==> config.mk <==
export PLATFORM = sky130hd
export DESIGN_NAME = rt_mailbox_addr
export DESIGN_NICKNAME = d
export VERILOG_FILES = /design/src/rtl/rtmb_pkg.sv /design/src/rtl/rtmb_cmd_latch.sv /design/src/rtl/rtmb_word_ctr.sv /design/src/rtl/rtmb_addr_pack.sv /design/src/rtl/rt_mailbox_addr.sv
export SDC_FILE = /design/constraint.sdc
export NUM_CORES = 1
export LEC_CHECK = 0
export ABC_AREA = 1
export BUFFER_PORTS_ARGS = -buffer_cell sky130_fd_sc_hd__buf_2
export CAP_MARGIN = 20
export CORE_MARGIN = 1
export CORE_UTILIZATION = 47
export DETAILED_ROUTE_END_ITERATION = 10
export PLACE_DENSITY = 0.85
export SYNTH_ARGS = -nofsm -noshare
export SYNTH_HDL_FRONTEND = slang
export SYNTH_SLANG_ARGS = --single-unit
export TNS_END_PERCENT = 100
==> constraint.sdc <==
create_clock -name clk -period 1.4 [get_ports clk]
set_clock_uncertainty 0.1 [all_clocks]
set_input_delay 0.28 -clock clk [delete_from_list [all_inputs] [get_ports clk]]
set_output_delay 0.28 -clock clk [all_outputs]
set_load 0.005 [all_outputs]
==> src/rtl/rtmb_pkg.sv <==
package rtmb_pkg;
    parameter int SA_W   = 5;
    parameter int WC_W   = 5;
    localparam int ADDR_W = 2 + SA_W + 1 + WC_W + 1;
    localparam int MC_TX_LAST = 18;
    localparam int MC_TX_BIT  = 19;
endpackage

==> src/rtl/rtmb_cmd_latch.sv <==
module rtmb_cmd_latch #(
    parameter int SA_W = rtmb_pkg::SA_W,
    parameter int WC_W = rtmb_pkg::WC_W
) (
    input  logic            clk,
    input  logic            rst_n,
    input  logic            load_i,
    input  logic            bcast_i,
    input  logic            tx_i,
    input  logic [SA_W-1:0] sa_i,
    input  logic [WC_W-1:0] fld_i,
    output logic            bcast_o,
    output logic            tx_o,
    output logic [SA_W-1:0] sa_o,
    output logic [WC_W-1:0] fld_o,
    output logic            mode_o
);
    typedef struct packed {
        logic            bcast;
        logic            tx;
        logic [SA_W-1:0] sa;
        logic [WC_W-1:0] fld;
        logic            mode;
    } cmd_st_t;

    cmd_st_t st_d, st_q;

    always_comb begin
        st_d = st_q;
        if (load_i) begin
            st_d.bcast = bcast_i;
            st_d.tx    = tx_i;
            st_d.sa    = sa_i;
            st_d.fld   = fld_i;
            st_d.mode  = (sa_i == '0) || (sa_i == '1);
        end
    end

    always_ff @(posedge clk or negedge rst_n) begin
        if (!rst_n) st_q <= '0;
        else        st_q <= st_d;
    end

    assign bcast_o = st_q.bcast;
    assign tx_o    = st_q.tx;
    assign sa_o    = st_q.sa;
    assign fld_o   = st_q.fld;
    assign mode_o  = st_q.mode;

    // a mode-code message is one whose subaddress is all zeros or all ones
    assert_mode_decode_R5: assert property (@(posedge clk) disable iff (!rst_n)
        load_i |=> (mode_o == (($past(sa_i) == '0) || ($past(sa_i) == '1))));

    assert_hold_no_load_R2: assert property (@(posedge clk) disable iff (!rst_n)
        !load_i |=> ($stable(sa_o) && $stable(fld_o)));
endmodule

==> src/rtl/rtmb_word_ctr.sv <==
module rtmb_word_ctr #(
    parameter int WC_W = rtmb_pkg::WC_W
) (
    input  logic            clk,
    input  logic            rst_n,
    input  logic            load_i,
    input  logic            advance_i,
    output logic [WC_W-1:0] cnt_o
);
    logic [WC_W-1:0] cnt_d, cnt_q;

    always_comb begin
        cnt_d = cnt_q;
        if (load_i)         cnt_d = '0;
        else if (advance_i) cnt_d = cnt_q + WC_W'(1);
    end

    always_ff @(posedge clk or negedge rst_n) begin
        if (!rst_n) cnt_q <= '0;
        else        cnt_q <= cnt_d;
    end

    assign cnt_o = cnt_q;

    assert_load_clears_R12: assert property (@(posedge clk) disable iff (!rst_n)
        load_i |=> (cnt_o == '0));

    assert_advance_step_R7: assert property (@(posedge clk) disable iff (!rst_n)
        (!load_i && advance_i) |=> (cnt_o == $past(cnt_o) + WC_W'(1)));

    assert_wrap_R7: assert property (@(posedge clk) disable iff (!rst_n)
        (!load_i && advance_i && cnt_o == '1) |=> (cnt_o == '0));

    assert_idle_hold_R6: assert property (@(posedge clk) disable iff (!rst_n)
        (!load_i && !advance_i) |=> $stable(cnt_o));
endmodule

==> src/rtl/rtmb_addr_pack.sv <==
module rtmb_addr_pack #(
    parameter int SA_W = rtmb_pkg::SA_W,
    parameter int WC_W = rtmb_pkg::WC_W,
    localparam int ADDR_W = 2 + SA_W + 1 + WC_W + 1
) (
    input  logic              bcast_i,
    input  logic              tx_i,
    input  logic [SA_W-1:0]   sa_i,
    input  logic [WC_W-1:0]   fld_i,
    input  logic              mode_i,
    input  logic [WC_W-1:0]   cnt_i,
    input  logic              data_sel_i,
    input  logic              byte8_i,
    input  logic              byte_lo_i,
    output logic [ADDR_W-1:0] addr_o,
    output logic              int_reg_o
);
    localparam logic [WC_W-1:0] MC_LAST = WC_W'(rtmb_pkg::MC_TX_LAST);
    localparam logic [WC_W-1:0] MC_BIT  = WC_W'(rtmb_pkg::MC_TX_BIT);

    logic [WC_W-1:0] offs;
    logic            byte_bit;

    always_comb begin
        if (mode_i)          offs = fld_i;
        else if (data_sel_i) offs = cnt_i;
        else                 offs = '0;
        byte_bit  = byte8_i & ~byte_lo_i;
        addr_o    = {bcast_i, tx_i, sa_i, data_sel_i, offs, byte_bit};
        int_reg_o = mode_i & tx_i & data_sel_i & ((fld_i == MC_LAST) | (fld_i == MC_BIT));
    end
endmodule

==> src/rtl/rt_mailbox_addr.sv <==
module rt_mailbox_addr #(
    parameter int SA_W = rtmb_pkg::SA_W,
    parameter int WC_W = rtmb_pkg::WC_W,
    localparam int ADDR_W = 2 + SA_W + 1 + WC_W + 1
) (
    input  logic              clk,
    input  logic              rst_n,
    input  logic              load_i,
    input  logic              bcast_i,
    input  logic              tx_i,
    input  logic [SA_W-1:0]   subaddr_i,
    input  logic [WC_W-1:0]   field_i,
    input  logic              advance_i,
    input  logic              data_sel_i,
    input  logic              byte8_i,
    input  logic              byte_lo_i,
    output logic [ADDR_W-1:0] addr_o,
    output logic              int_reg_o
);
    localparam int BC_POS = ADDR_W - 1;
    localparam int TX_POS = ADDR_W - 2;
    localparam int DS_POS = WC_W + 1;

    logic            bc_q, tx_q, mode_q;
    logic [SA_W-1:0] sa_q;
    logic [WC_W-1:0] fld_q, cnt_q;

    rtmb_cmd_latch #(.SA_W(SA_W), .WC_W(WC_W)) u_latch (
        .clk(clk), .rst_n(rst_n), .load_i(load_i),
        .bcast_i(bcast_i), .tx_i(tx_i), .sa_i(subaddr_i), .fld_i(field_i),
        .bcast_o(bc_q), .tx_o(tx_q), .sa_o(sa_q), .fld_o(fld_q), .mode_o(mode_q)
    );

    rtmb_word_ctr #(.WC_W(WC_W)) u_ctr (
        .clk(clk), .rst_n(rst_n), .load_i(load_i), .advance_i(advance_i),
        .cnt_o(cnt_q)
    );

    rtmb_addr_pack #(.SA_W(SA_W), .WC_W(WC_W)) u_pack (
        .bcast_i(bc_q), .tx_i(tx_q), .sa_i(sa_q), .fld_i(fld_q), .mode_i(mode_q),
        .cnt_i(cnt_q), .data_sel_i(data_sel_i), .byte8_i(byte8_i),
        .byte_lo_i(byte_lo_i), .addr_o(addr_o), .int_reg_o(int_reg_o)
    );

    assert_route_bits_R1: assert property (@(posedge clk) disable iff (!rst_n)
        load_i |=> (addr_o[BC_POS] == $past(bcast_i) && addr_o[TX_POS] == $past(tx_i)));

    assert_subaddr_R2: assert property (@(posedge clk) disable iff (!rst_n)
        load_i |=> (addr_o[ADDR_W-3 -: SA_W] == $past(subaddr_i)));

    assert_intreg_scope_R10: assert property (@(posedge clk) disable iff (!rst_n)
        int_reg_o |-> (addr_o[DS_POS] && addr_o[TX_POS]));

    assert_word_mode_byte_R9: assert property (@(posedge clk) disable iff (!rst_n)
        !byte8_i |-> !addr_o[0]);
endmodule

After elaboration in Yosys (flattened, before gate mapping)
Index checks and enable logic that the tools add are counted.
{"block": "op_classes", "add_sub_neg": 1, "n_eq_ne": 3, "mux": 4, "bitwise": 6, "n_reduce_logical": 3}
{"cell": "5-bit two-way mux", "n": 4}
{"cell": "5-bit equality test (second input constant)", "n": 3}
{"cell": "5-bit by 1-bit adder with 5-bit output (second input constant)", "n": 1}
{"cell": "5-bit zero test", "n": 1}
{"cell": "1-bit bitwise AND", "n": 4}
{"cell": "2-bit nonzero test", "n": 1}
{"cell": "1-bit logical OR", "n": 1}
{"cell": "1-bit inverter", "n": 1}
{"cell": "1-bit bitwise OR", "n": 1}
{"block": "totals", "reg_bits": 18, "inputBits": 19, "word_cells": 23}

Logic depth before layout (Yosys ltp)
{"block": "depth", "word_depth": 3, "mapped_depth": 6, "depth_no_buf": 6}

Hierarchy
A second synthesis with hierarchy kept.
{"block": "hier_totals", "cells_unflattened": 127, "area_unflattened_um2": 964.7}
{"module": "rtmb_cmd_latch", "instances": 1, "cells_each": 62, "area_per_inst_um2": 523.0, "seq_area_each_um2": 325.3}
{"module": "rtmb_word_ctr", "instances": 1, "cells_each": 32, "area_per_inst_um2": 266.5, "seq_area_each_um2": 125.1}
{"module": "rtmb_addr_pack", "instances": 1, "cells_each": 33, "area_per_inst_um2": 175.2, "seq_area_each_um2": 0.0}

Worst setup path before layout
Ideal clock, no wire load.
{"block": "synth_timing", "path_kind": "register to output", "from": "register u_latch.st_q, in the netlist u_latch.mode_o", "to": "output addr_o[2]", "arrival_ps": 767, "t_required_ps": 1020, "slack_ps": 253, "path_stages_with_launch": 4, "path_buffers": 0, "cell_sequence": "dfrtp_1 > inv_1 > nand2_1 > o21ai_0"}
{"block": "synth_between", "elab_chain_len": 1}
{"element": "start, declared", "line": "rtmb_cmd_latch.sv:26", "source": "cmd_st_t st_d, st_q;"}
{"element": "start signal, assigned", "line": "rtmb_cmd_latch.sv:41", "source": "else st_q <= st_d;"}
{"element": "5-bit two-way mux", "line": "rtmb_addr_pack.sv:25", "source": "if (mode_i) offs = fld_i;"}
{"element": "end, declared", "line": "rt_mailbox_addr.sv:17", "source": "output logic [ADDR_W-1:0] addr_o,"}
Every way passes these cells.

Worst setup path in the final report
{"block": "layout_timing", "from": "register u_latch.st_q, in the netlist u_latch.mode_o", "to": "output int_reg_o"}
{"block": "layout_between", "elab_chain_len": 3}
{"element": "1-bit bitwise AND (3 in a row)", "line": "rtmb_addr_pack.sv:30", "source": "int_reg_o = mode_i & tx_i & data_sel_i & ((fld_i == MC_LAST) | (fld_i == MC_BIT));"}
{"element": "end, declared", "line": "rt_mailbox_addr.sv:18", "source": "output logic int_reg_o"}
Every way passes these cells.

==> results.py <==
metrics = {
    "outcome": {
        "status": "finished with violations",
        "violations": "setup timing",
    },
    "pwr": {
        "p_seq_share_pct": 55.0,
        "swShare_pct": 25.4,
        "power_frac_clock_pct": 30.3,
        "switchingPower_mw": 0.266,
        "max-vdd-ir-drop_mv": 0.538,
        "p_leak_nw": 0.615,
        "finalPower_mw": 1.05,
        "power_density_mw_per_mm2": 954,
        "power_frac_comb_pct": 14.7,
        "intPower_mw": 0.783,
    },
    "flow_run": {
        "max_cap_viol_count": 0,
    },
    "cts": {
        "clock_tree.root_cell": "clkbuf_4",
        "clockBufferDepth": 2,
        "cts_num_sinks": 18,
        "cts_tree": "yes",
        "cts_inserted_buffers": 3,
        "clkTransAtPathRegs_ps": 100,
        "clk-insertion-delay-late_ps": 290,
        "cts-htree-levels": 1,
    },
    "layout": {
        "final_nets": 167,
        "syn2layout_area_growth_pct": 23.3,
        "antenna_cells": 0,
        "num-fill-cells": 155,
        "drive_above_1_share_pct": 32.2,
        "final_common_cell": "nand2_1",
        "layout_common_cells": "nand2_1, buf_2, dfrtp_1",
        "fin_cells": 171,
    },
    "synth": {
        "synthSimpleGateAreaFrac_pct": 28.2,
        "synth_cells": 112,
        "syn_area_per_cell_um2": 7.97,
        "synthesis.area_um2": 892,
        "yosysWarnings": 0,
        "synth_top_family_by_area": "simple AND/OR/NAND/NOR gates",
        "yosys.area_share.xor_xnor_pct": 0,
        "synthAdderAreaFrac_pct": 1.40,
        "synth_cell_type_count": 17,
        "synth_top_area_share_pct": 50.5,
        "synth_area_leader_cell": "dfrtp_1",
        "synth_compound_area_share_pct": 8.13,
        "synth-seq-area-share_pct": 50.5,
        "synth_area_leaders": "dfrtp_1, nand2_1, o21ai_0, inv_1, nor2_1",
        "syn_nets": 132,
        "yosys_register_bits": 18,
        "muxShareOfSynthArea_pct": 0,
    },
    "floorplanning": {
        "core_mm2": 0.00175,
        "ioPinCount": 34,
        "start_util_pct": 51.1,
        "dieArea_mm2": 0.00208,
        "die_w_um": 45.6,
        "num_rows": 15,
        "dieHeight_um": 45.6,
    },
    "route": {
        "drt_iter0_markers": 6,
        "drc": 0,
        "via_count": 798,
        "drt_pass1_iterations": 5,
        "drtAntennaViolNets": 0,
        "avgRoutedWirePerCell_um": 9.56,
        "vias_per_cell": 4.67,
        "wirelength_um": 1640,
    },
    "critical_path": {
        "crit_required_ps": 1020,
        "worstSetupPathType": "flip-flop to output port",
        "critPathArrivalTime_ps": 1130,
        "path_cells": "nand2_1 -> nor4_1 -> buf_2",
        "worstRegToRegCells": 6,
        "start_kind": "flip-flop",
        "crit_slowest_cell": "dfrtp_1",
        "end_kind": "output port",
        "critPathMaxStageDelay_ps": 390,
        "critPathMaxFanout": 3,
    },
    "sta": {
        "max_slew.worst_pin.slew_ps": 390,
        "maxSlewViolCount": 0,
        "hold_violations": 0,
        "hold_slack_ps": 81.1,
        "max-slew-margin-rel_pct": 74.0,
        "finalSetupViolCount": 6,
        "max_freq_mhz": 663,
        "fin_ws_ps": -109,
        "period_share_pct": 108,
        "period_needed_ps": 1510,
        "rsz0062_at_grt": "true",
    },
    "grt": {
        "antenna_found_initial": 0,
        "grt_start_max_net_pins": 19,
        "grt_pass1_vias": 640,
        "grt_usage_pct": 18.4,
        "grt_pass1_wl_um": 2720,
        "grt-ovfl-total": 0,
    },
    "place": {
        "hpwl_um": 1250,
        "dp.cells": 164,
        "port_buffers": 33,
        "gp_congestion": 0.763,
    },
    "hold_path": {
        "hp-class": "input port to flip-flop",
        "hold-path-cell-count": 3,
    },
}
-- final cells by class --
class                      instances  area, um2  area share [%]
timing repair buffer              37        198            18.0
clock buffer                       4       36.3            3.30
inverter                          12       45.0            4.10
multi-input combinational         75        339            30.8
tap                               25       31.3            2.84
sequential                        18        450            41.0
-- metal layers --
metal	wire (um)	share of wire (%)	vias up	track usage (%)
met5	0	0	-	0
met4	5	0.31	0	9.09
met3	80	4.9	2	2.38
met2	738	45	29	27.7
met1	810	50	353	25.9
li1	-	-	414	-
-- cell usage after synthesis --
library cell	n
nand2_1	39
dfrtp_1	18
inv_1	11
nor2_1	11
o21ai_0	9
buf_4	5
nand3_1	5
a21oi_1	3
buf_6	2
o22ai_1	2
ha_1	1
inv_2	1
nand2_2	1
nor2_4	1
nor3_1	1
nor3_2	1
nor4_1	1
-- kinds of logic (layout without fill, tap and decap cells) --
group                    Yosys count  in the layout
buffers and inverters             19             53
flip-flops                        18             18
AO/OA/AOI/OAI                     14             14
AND/OR/NAND/NOR                   60             60
adder cells (fa/ha/maj)            1              1
-- critical path: cells and delay by family, from the launching register on --
kind	cells	cell delay, ps
simple gates	2	300
buf+inv	1	150
flops	1	390
-- final timing paths --
check | slack, ps | to | start
max reg2reg | 220 | u_ctr.cnt_o[4]$_DFFE_PN0P_ | u_ctr.cnt_o[0]$_DFFE_PN0P_
min reg2reg | 370 | u_latch.bcast_o$_DFFE_PN0P_ | u_latch.bcast_o$_DFFE_PN0P_
max | -110 | int_reg_o | u_latch.mode_o$_DFFE_PN0P_
min | 80 | u_latch.fld_o[1]$_DFFE_PN0P_ | field_i[1]
max in group asynchronous | 590 | u_ctr.cnt_o[1]$_DFFE_PN0P_ | rst_n
min in group asynchronous | 330 | u_ctr.cnt_o[4]$_DFFE_PN0P_ | rst_n
-- sequential cells by signal, summed over array words and instances, names as in the netlist --
name and cells:
u_ctr.cnt_o 5, u_latch.sa_o 5, u_latch.fld_o 5, u_latch.tx_o 1, u_latch.bcast_o 1, u_latch.mode_o 1
-- power groups by stage --
stage	Sequential (mW)	Combinational (mW)	Clock, mW
global placement	0.585	0.145	0
detailed placement	0.585	0.151	0
floorplan	0.584	0.0882	0
global route	0.581	0.181	0.342
finish	0.577	0.155	0.318
CTS	0.577	0.157	0.324
-- stage by stage --
stage,utilization (%),TNS [ps],setup slack [ps],cell area [um2]
after floorplan,-,0,253,892
after global placement,59.4,0,164,1040
after detailed placement,59.4,0,135,1040
after CTS,63.0,-525,-101,1100
after global routing,63.0,-1000,-190,1100
final,63.0,-534,-109,1100
-- what timing repair did --
| item | 4_1_cts | 5_1_grt |
|---|---|---|
| setup buffers | 2 | 0 |
| gates cloned | 0 | 0 |
| setup endpoints to repair | 6 | 6 |
| hold buffers | 1 | 0 |
| pin swaps | 1 | 1 |
| gates resized for setup | 5 | 0 |
| endpoints found under the hold margin | 18 | 0 |
Note: power is estimated with default switching activity, not from simulation.
